File: config.mk
export PLATFORM = sky130hd
export DESIGN_NAME = prot_range_pair
export DESIGN_NICKNAME = d
export VERILOG_FILES = /design/src/rtl/prot_range_pkg.sv /design/src/rtl/prot_range_gate.sv /design/src/rtl/prot_range_field.sv /design/src/rtl/prot_range_read.sv /design/src/rtl/prot_range_hit.sv /design/src/rtl/prot_range_pair.sv
export SDC_FILE = /design/constraint.sdc
export NUM_CORES = 1
export LEC_CHECK = 0
export BUFFER_PORTS_ARGS = -buffer_cell sky130_fd_sc_hd__buf_2
export CORE_MARGIN = 10
export CORE_UTILIZATION = 30
export DETAILED_ROUTE_END_ITERATION = 10
export PLACE_DENSITY = 0.51
export SYNTH_ARGS = -nofsm -noshare
export SYNTH_HDL_FRONTEND = slang
export SYNTH_SLANG_ARGS = --single-unit
File: constraint.sdc
create_clock -name clk -period 2.84 [get_ports clk]
set_input_delay 0.284 -clock clk [delete_from_list [all_inputs] [get_ports clk]]
set_output_delay 0.284 -clock clk [all_outputs]
set_load 0.02 [all_outputs]
File: src/rtl/prot_range_pkg.sv
package prot_range_pkg;

  typedef enum logic {
    REG_LO = 1'b0,
    REG_HI = 1'b1
  } range_reg_e;

  typedef struct packed {
    logic sup;
    logic sec;
  } access_attr_t;

  function automatic logic write_allowed(access_attr_t a, logic ns);
    return a.sup && (ns || a.sec);
  endfunction

endpackage

File: src/rtl/prot_range_gate.sv
module prot_range_gate
  import prot_range_pkg::*;
(
  input  logic wr_en,
  input  logic sel_end,
  input  logic priv_sup,
  input  logic priv_sec,
  input  logic ns_flag,
  output logic ld_lo,
  output logic ld_hi,
  output logic reject
);

  access_attr_t attr;
  logic         ok;

  always_comb begin
    attr.sup = priv_sup;
    attr.sec = priv_sec;
    ok       = write_allowed(attr, ns_flag);
    ld_lo    = wr_en && ok && (range_reg_e'(sel_end) == REG_LO);
    ld_hi    = wr_en && ok && (range_reg_e'(sel_end) == REG_HI);
    reject   = wr_en && !ok;
  end

endmodule

File: src/rtl/prot_range_field.sv
module prot_range_field #(
  parameter int  ADDR_W = 32,
  parameter int  OFS_W  = 10,
  parameter bit  FILL   = 1'b0,
  localparam int FLD_W  = ADDR_W - OFS_W
) (
  input  logic              clk,
  input  logic              rst,
  input  logic              load,
  input  logic [FLD_W-1:0]  din,
  output logic [ADDR_W-1:0] full
);

  logic [FLD_W-1:0] fld_q;

  always_ff @(posedge clk) begin
    if (rst)       fld_q <= {FLD_W{FILL}};
    else if (load) fld_q <= din;
  end

  assign full = {fld_q, {OFS_W{FILL}}};

endmodule

File: src/rtl/prot_range_read.sv
module prot_range_read #(
  parameter int ADDR_W = 32
) (
  input  logic              clk,
  input  logic              rst,
  input  logic              rd_en,
  input  logic              sel_end,
  input  logic              reject,
  input  logic [ADDR_W-1:0] lo_full,
  input  logic [ADDR_W-1:0] hi_full,
  output logic [ADDR_W-1:0] rdata,
  output logic              wr_viol
);

  always_ff @(posedge clk) begin
    if (rst) begin
      rdata   <= '0;
      wr_viol <= 1'b0;
    end else begin
      wr_viol <= reject;
      if (rd_en) rdata <= sel_end ? hi_full : lo_full;
    end
  end

endmodule

File: src/rtl/prot_range_hit.sv
module prot_range_hit #(
  parameter int ADDR_W = 32
) (
  input  logic [ADDR_W-1:0] chk_addr,
  input  logic [ADDR_W-1:0] lo_full,
  input  logic [ADDR_W-1:0] hi_full,
  output logic              hit
);

  logic above_lo;
  logic below_hi;

  always_comb begin
    above_lo = (chk_addr >= lo_full);
    below_hi = (chk_addr <= hi_full);
    hit      = above_lo && below_hi;
  end

endmodule

File: src/rtl/prot_range_pair.sv
module prot_range_pair #(
  parameter int  ADDR_W     = 32,
  parameter int  PAGE_BYTES = 1024,
  localparam int OFS_W      = $clog2(PAGE_BYTES),
  localparam int FLD_W      = ADDR_W - OFS_W
) (
  input  logic              clk,
  input  logic              rst,
  input  logic              wr_en,
  input  logic              rd_en,
  input  logic              sel_end,
  input  logic [ADDR_W-1:0] wdata,
  input  logic              priv_sup,
  input  logic              priv_sec,
  input  logic              ns_flag,
  input  logic [ADDR_W-1:0] chk_addr,
  output logic [ADDR_W-1:0] rdata,
  output logic              wr_viol,
  output logic              hit
);

  logic              ld_lo, ld_hi, reject;
  logic [ADDR_W-1:0] lo_full, hi_full;
  logic [1:0]        ld_vec;
  logic [ADDR_W-1:0] full_vec [2];

  prot_range_gate gate_i (
    .wr_en   (wr_en),
    .sel_end (sel_end),
    .priv_sup(priv_sup),
    .priv_sec(priv_sec),
    .ns_flag (ns_flag),
    .ld_lo   (ld_lo),
    .ld_hi   (ld_hi),
    .reject  (reject)
  );

  assign ld_vec = {ld_hi, ld_lo};

  for (genvar g = 0; g < 2; g++) begin : g_bound
    prot_range_field #(
      .ADDR_W(ADDR_W),
      .OFS_W (OFS_W),
      .FILL  (g == 1)
    ) field_i (
      .clk (clk),
      .rst (rst),
      .load(ld_vec[g]),
      .din (wdata[ADDR_W-1:OFS_W]),
      .full(full_vec[g])
    );
  end

  assign lo_full = full_vec[0];
  assign hi_full = full_vec[1];

  prot_range_read #(.ADDR_W(ADDR_W)) read_i (
    .clk    (clk),
    .rst    (rst),
    .rd_en  (rd_en),
    .sel_end(sel_end),
    .reject (reject),
    .lo_full(lo_full),
    .hi_full(hi_full),
    .rdata  (rdata),
    .wr_viol(wr_viol)
  );

  prot_range_hit #(.ADDR_W(ADDR_W)) hit_i (
    .chk_addr(chk_addr),
    .lo_full (lo_full),
    .hi_full (hi_full),
    .hit     (hit)
  );

endmodule

==> results.cfg <==
[outcome]
status = complete, no violations

[clock_tree]
clkTransAtPathRegs_ns = 0.06
postCtsSetupBuffers = 0
cts.sinks = 68
h-tree-depth = 3
cts-root-buf = clkbuf_16
cts_tree = yes
clock_latency_ns = 0.34
clk_path_buf_depth = 2
cts.repair.resized = 0
cts_buffers = 9
hold_buffers = 0

[power_and_ir_drop]
pwr-share-seq = 0.381
ir_drop_uv = 347.8
p_leak_nw = 2.338
internal_power_mw = 2.018
p_sw_frac = 0.2566
p_switching_mw = 0.6966
clkPwrFrac = 0.474
power.share.combinational = 0.146
p_per_area_nw_per_um2 = 574.6

[floorplanning]
initial_core_util = 0.3052
die_h_um = 133.3
io_pins = 106
fp-row-count = 41
die_w_um = 133.3
core_um2 = 12620
dieArea_um2 = 17770

[synthesis]
ys_ff_latch = 68
synth_ff_type = dfxtp_1
syn_area_per_cell_um2 = 8.247
syn-cell-area_um2 = 3851
async_flop_share = 0
ys_types = 38
seq_area_frac_synth = 0.3535
syn_inst = 467
synth_edf_count = 0
postSynthNetCount = 583
yosys_warnings = 0

[placement]
io_buffers = 95
dp_hpwl_um = 8192
dpl-instance-area_um2 = 4384
gp_congestion = 0.8524

[critical_path]
reg2reg_depth = 2
r2r_end = read_i.rdata[15]$_SDFFE_PP0P_
crit_type = reg2out
regToRegSetupSlack_ns = 2.02
worst_setup_path_end_kind = output port
reg2reg_from = g_bound[1].field_i.fld_q[5]$_SDFFE_PP1P_
cp_data_arrival_time_ns = 2.30
cp.required_ns = 2.56
start_kind = flop
cp_max_fo = 3

[finish]
final_cell_area_um2 = 4725
area_delta_synth_final_pct = 22.68
fin_nets = 662
layout-drive-gt1-share = 0.2232
final_util = 0.3744
diodes = 0

[global_routing]
grt_max_degree = 46
grt_pass1_vias = 3588
grt_overflow = 0
antenna_found_initial = 0
gr-usage-all-layers = 0.1302
grt_first_pass_wirelength_um = 18250

[timing]
min_period_over_period = 0.9084
finalMaxSlewViolations = 0
finClkSkew_ns = 0.004795
grt_setup_unrepaired = no
finalSetupViolations = 0
period_minus_slack_ns = 2.580
fin_tns_setup_ns = 0
max_freq_mhz = 387.6
relSlewSlack = 0.4033
finalHoldViolations = 0
tightest_slew_ns = 0.8950

[routing]
viasPerCell = 4.649
vias = 3361
drt-initial-drc-count = 146
routedWlPerCell_um = 15.44
drtPass1Iterations = 4
drtAntennaViolNets = 0
route.detailed.drc = 0
wl_um = 11160

[min_path]
hold_start = wdata[21]
holdPathStages = 3
min_to = g_bound[1].field_i.fld_q[11]$_SDFFE_PP1P_
min_path_type = in2reg

[flow_run]
drv_cap = 0
[cells in the final DEF, fill, tap and decap left out, drive strengths merged]
cell type  count
a22oi          1
a221oi         1
nor3b          1
or2            2
nand4b         1
nand2         97
bufinv         3
o21a           3
and4           2
clkinv         2
and2           1
mux2i         24
inv           44
nor4           3
nand3          6
buf          100
nor3           1
nand4         10
clkbuf         9
clkinvlp       2
o21ai          3
a41oi          1
dfxtp         68
a211oi        22
nor2          28
a21o           6
nor2b          1
and3           1
o31ai          2
ha            44
a21oi         38
a21boi         1
nand3b        22
nor4bb         1
[stage by stage]
step | std cells | total power [mW] | worst slack [ns] | hold WS (ns)
final | 723 | 2.715 | 0.2600 | 0.1639
after global placement | 707 | 1.449 | 0.5769 | 0.4600
after detailed placement | 707 | 1.457 | 0.5670 | 0.4635
after floorplan | 467 | 1.312 | 0.9910 | 0.4079
after CTS | 723 | 2.764 | 0.2144 | 0.1508
after global routing | 723 | 2.857 | 0.09194 | 0.1594
[layer usage]
metal	GRT usage	share of wire	vias to the layer above
met4	0.03990	0.012	0
li1	-	-	1743
met2	0.2128	0.46	74
met5	0	0	-
met1	0.1529	0.46	1530
met3	0.05188	0.061	14
[cell type report]
| class | instances | area [um^2] |
|---|---|---|
| timing repair buffer | 100 | 513.0 |
| fill | 1332 | 7895 |
| inverter | 44 | 165.2 |
| clock inverter | 7 | 115.1 |
| tap | 172 | 215.2 |
| clock buffer | 9 | 225.2 |
| multi-input combinational | 323 | 2130 |
| sequential | 68 | 1361 |
[power groups by stage]
stage,Combinational [mW],Clock (mW),Sequential [mW]
after global placement,0.396,0,1.05
after detailed placement,0.402,0,1.05
after global routing,0.448,1.37,1.04
after floorplan,0.232,0,1.08
after CTS,0.404,1.33,1.03
final,0.395,1.29,1.03
[synth_stat cells (2+ instances only)]
library cell / n / area (um^2)
nor2_1: 27 / 101.4
o31ai_1: 2 / 15.01
nand3b_1: 22 / 165.2
nand4_1: 10 / 62.56
buf_4: 10 / 75.07
buf_2: 6 / 30.03
clkbuf_1: 12 / 45.04
a21oi_1: 38 / 190.2
dfxtp_1: 68 / 1361
ha_1: 44 / 550.5
o21ai_0: 2 / 10.01
nand3_1: 5 / 25.02
inv_1: 44 / 165.2
buf_6: 4 / 45.04
and4_1: 2 / 17.52
a211oi_1: 22 / 165.2
a21o_1: 6 / 45.04
nor4_1: 3 / 18.77
mux2i_1: 24 / 240.2
nand2_1: 97 / 364.1
o21a_1: 2 / 15.01
[sequential cells by signal, indices dropped and copies added (netlist names)]
signal / count
g_bound.field_i.fld_q: 44
read_i.rdata: 23
read_i.wr_viol: 1
[cells by family (layout without fill, tap and decap cells)]
| group | after synthesis | after routing | synth area share |
|---|---|---|---|
| flops | 68 | 68 | 0.3535 |
| mux | 24 | 24 | 0.06238 |
| buf+inv | 76 | 160 | 0.09357 |
| compound gates | 78 | 78 | 0.1293 |
| simple gates | 177 | 177 | 0.2183 |
| fa+ha+maj | 44 | 44 | 0.1430 |
[worst max-delay path, cell delays in order (launching register included)]
cell and delay (ns):
dfxtp_1 0.35, inv_1 0.05, ha_1 0.31, nand4_1 0.16, nor4_1 0.39, and2_1 0.18
mux2i_1 0.07, a22oi_2 0.23, buf_2 0.20
[worst max-delay path by stage]
stage	start	cells past startpoint	slack, ns	end
finish	g_bound[1].field_i.fld_q[4]$_SDFFE_PP1P_	8	0.26	hit
global route	g_bound[1].field_i.fld_q[4]$_SDFFE_PP1P_	8	0.09	hit
global placement	chk_addr[14]	8	0.58	hit
CTS	g_bound[1].field_i.fld_q[15]$_SDFFE_PP1P_	8	0.21	hit
detailed placement	chk_addr[25]	8	0.57	hit
floorplan	g_bound[1].field_i.fld_q[15]$_SDFFE_PP1P_	7	0.99	hit
No activity file was read; power rests on OpenSTA's default activity.
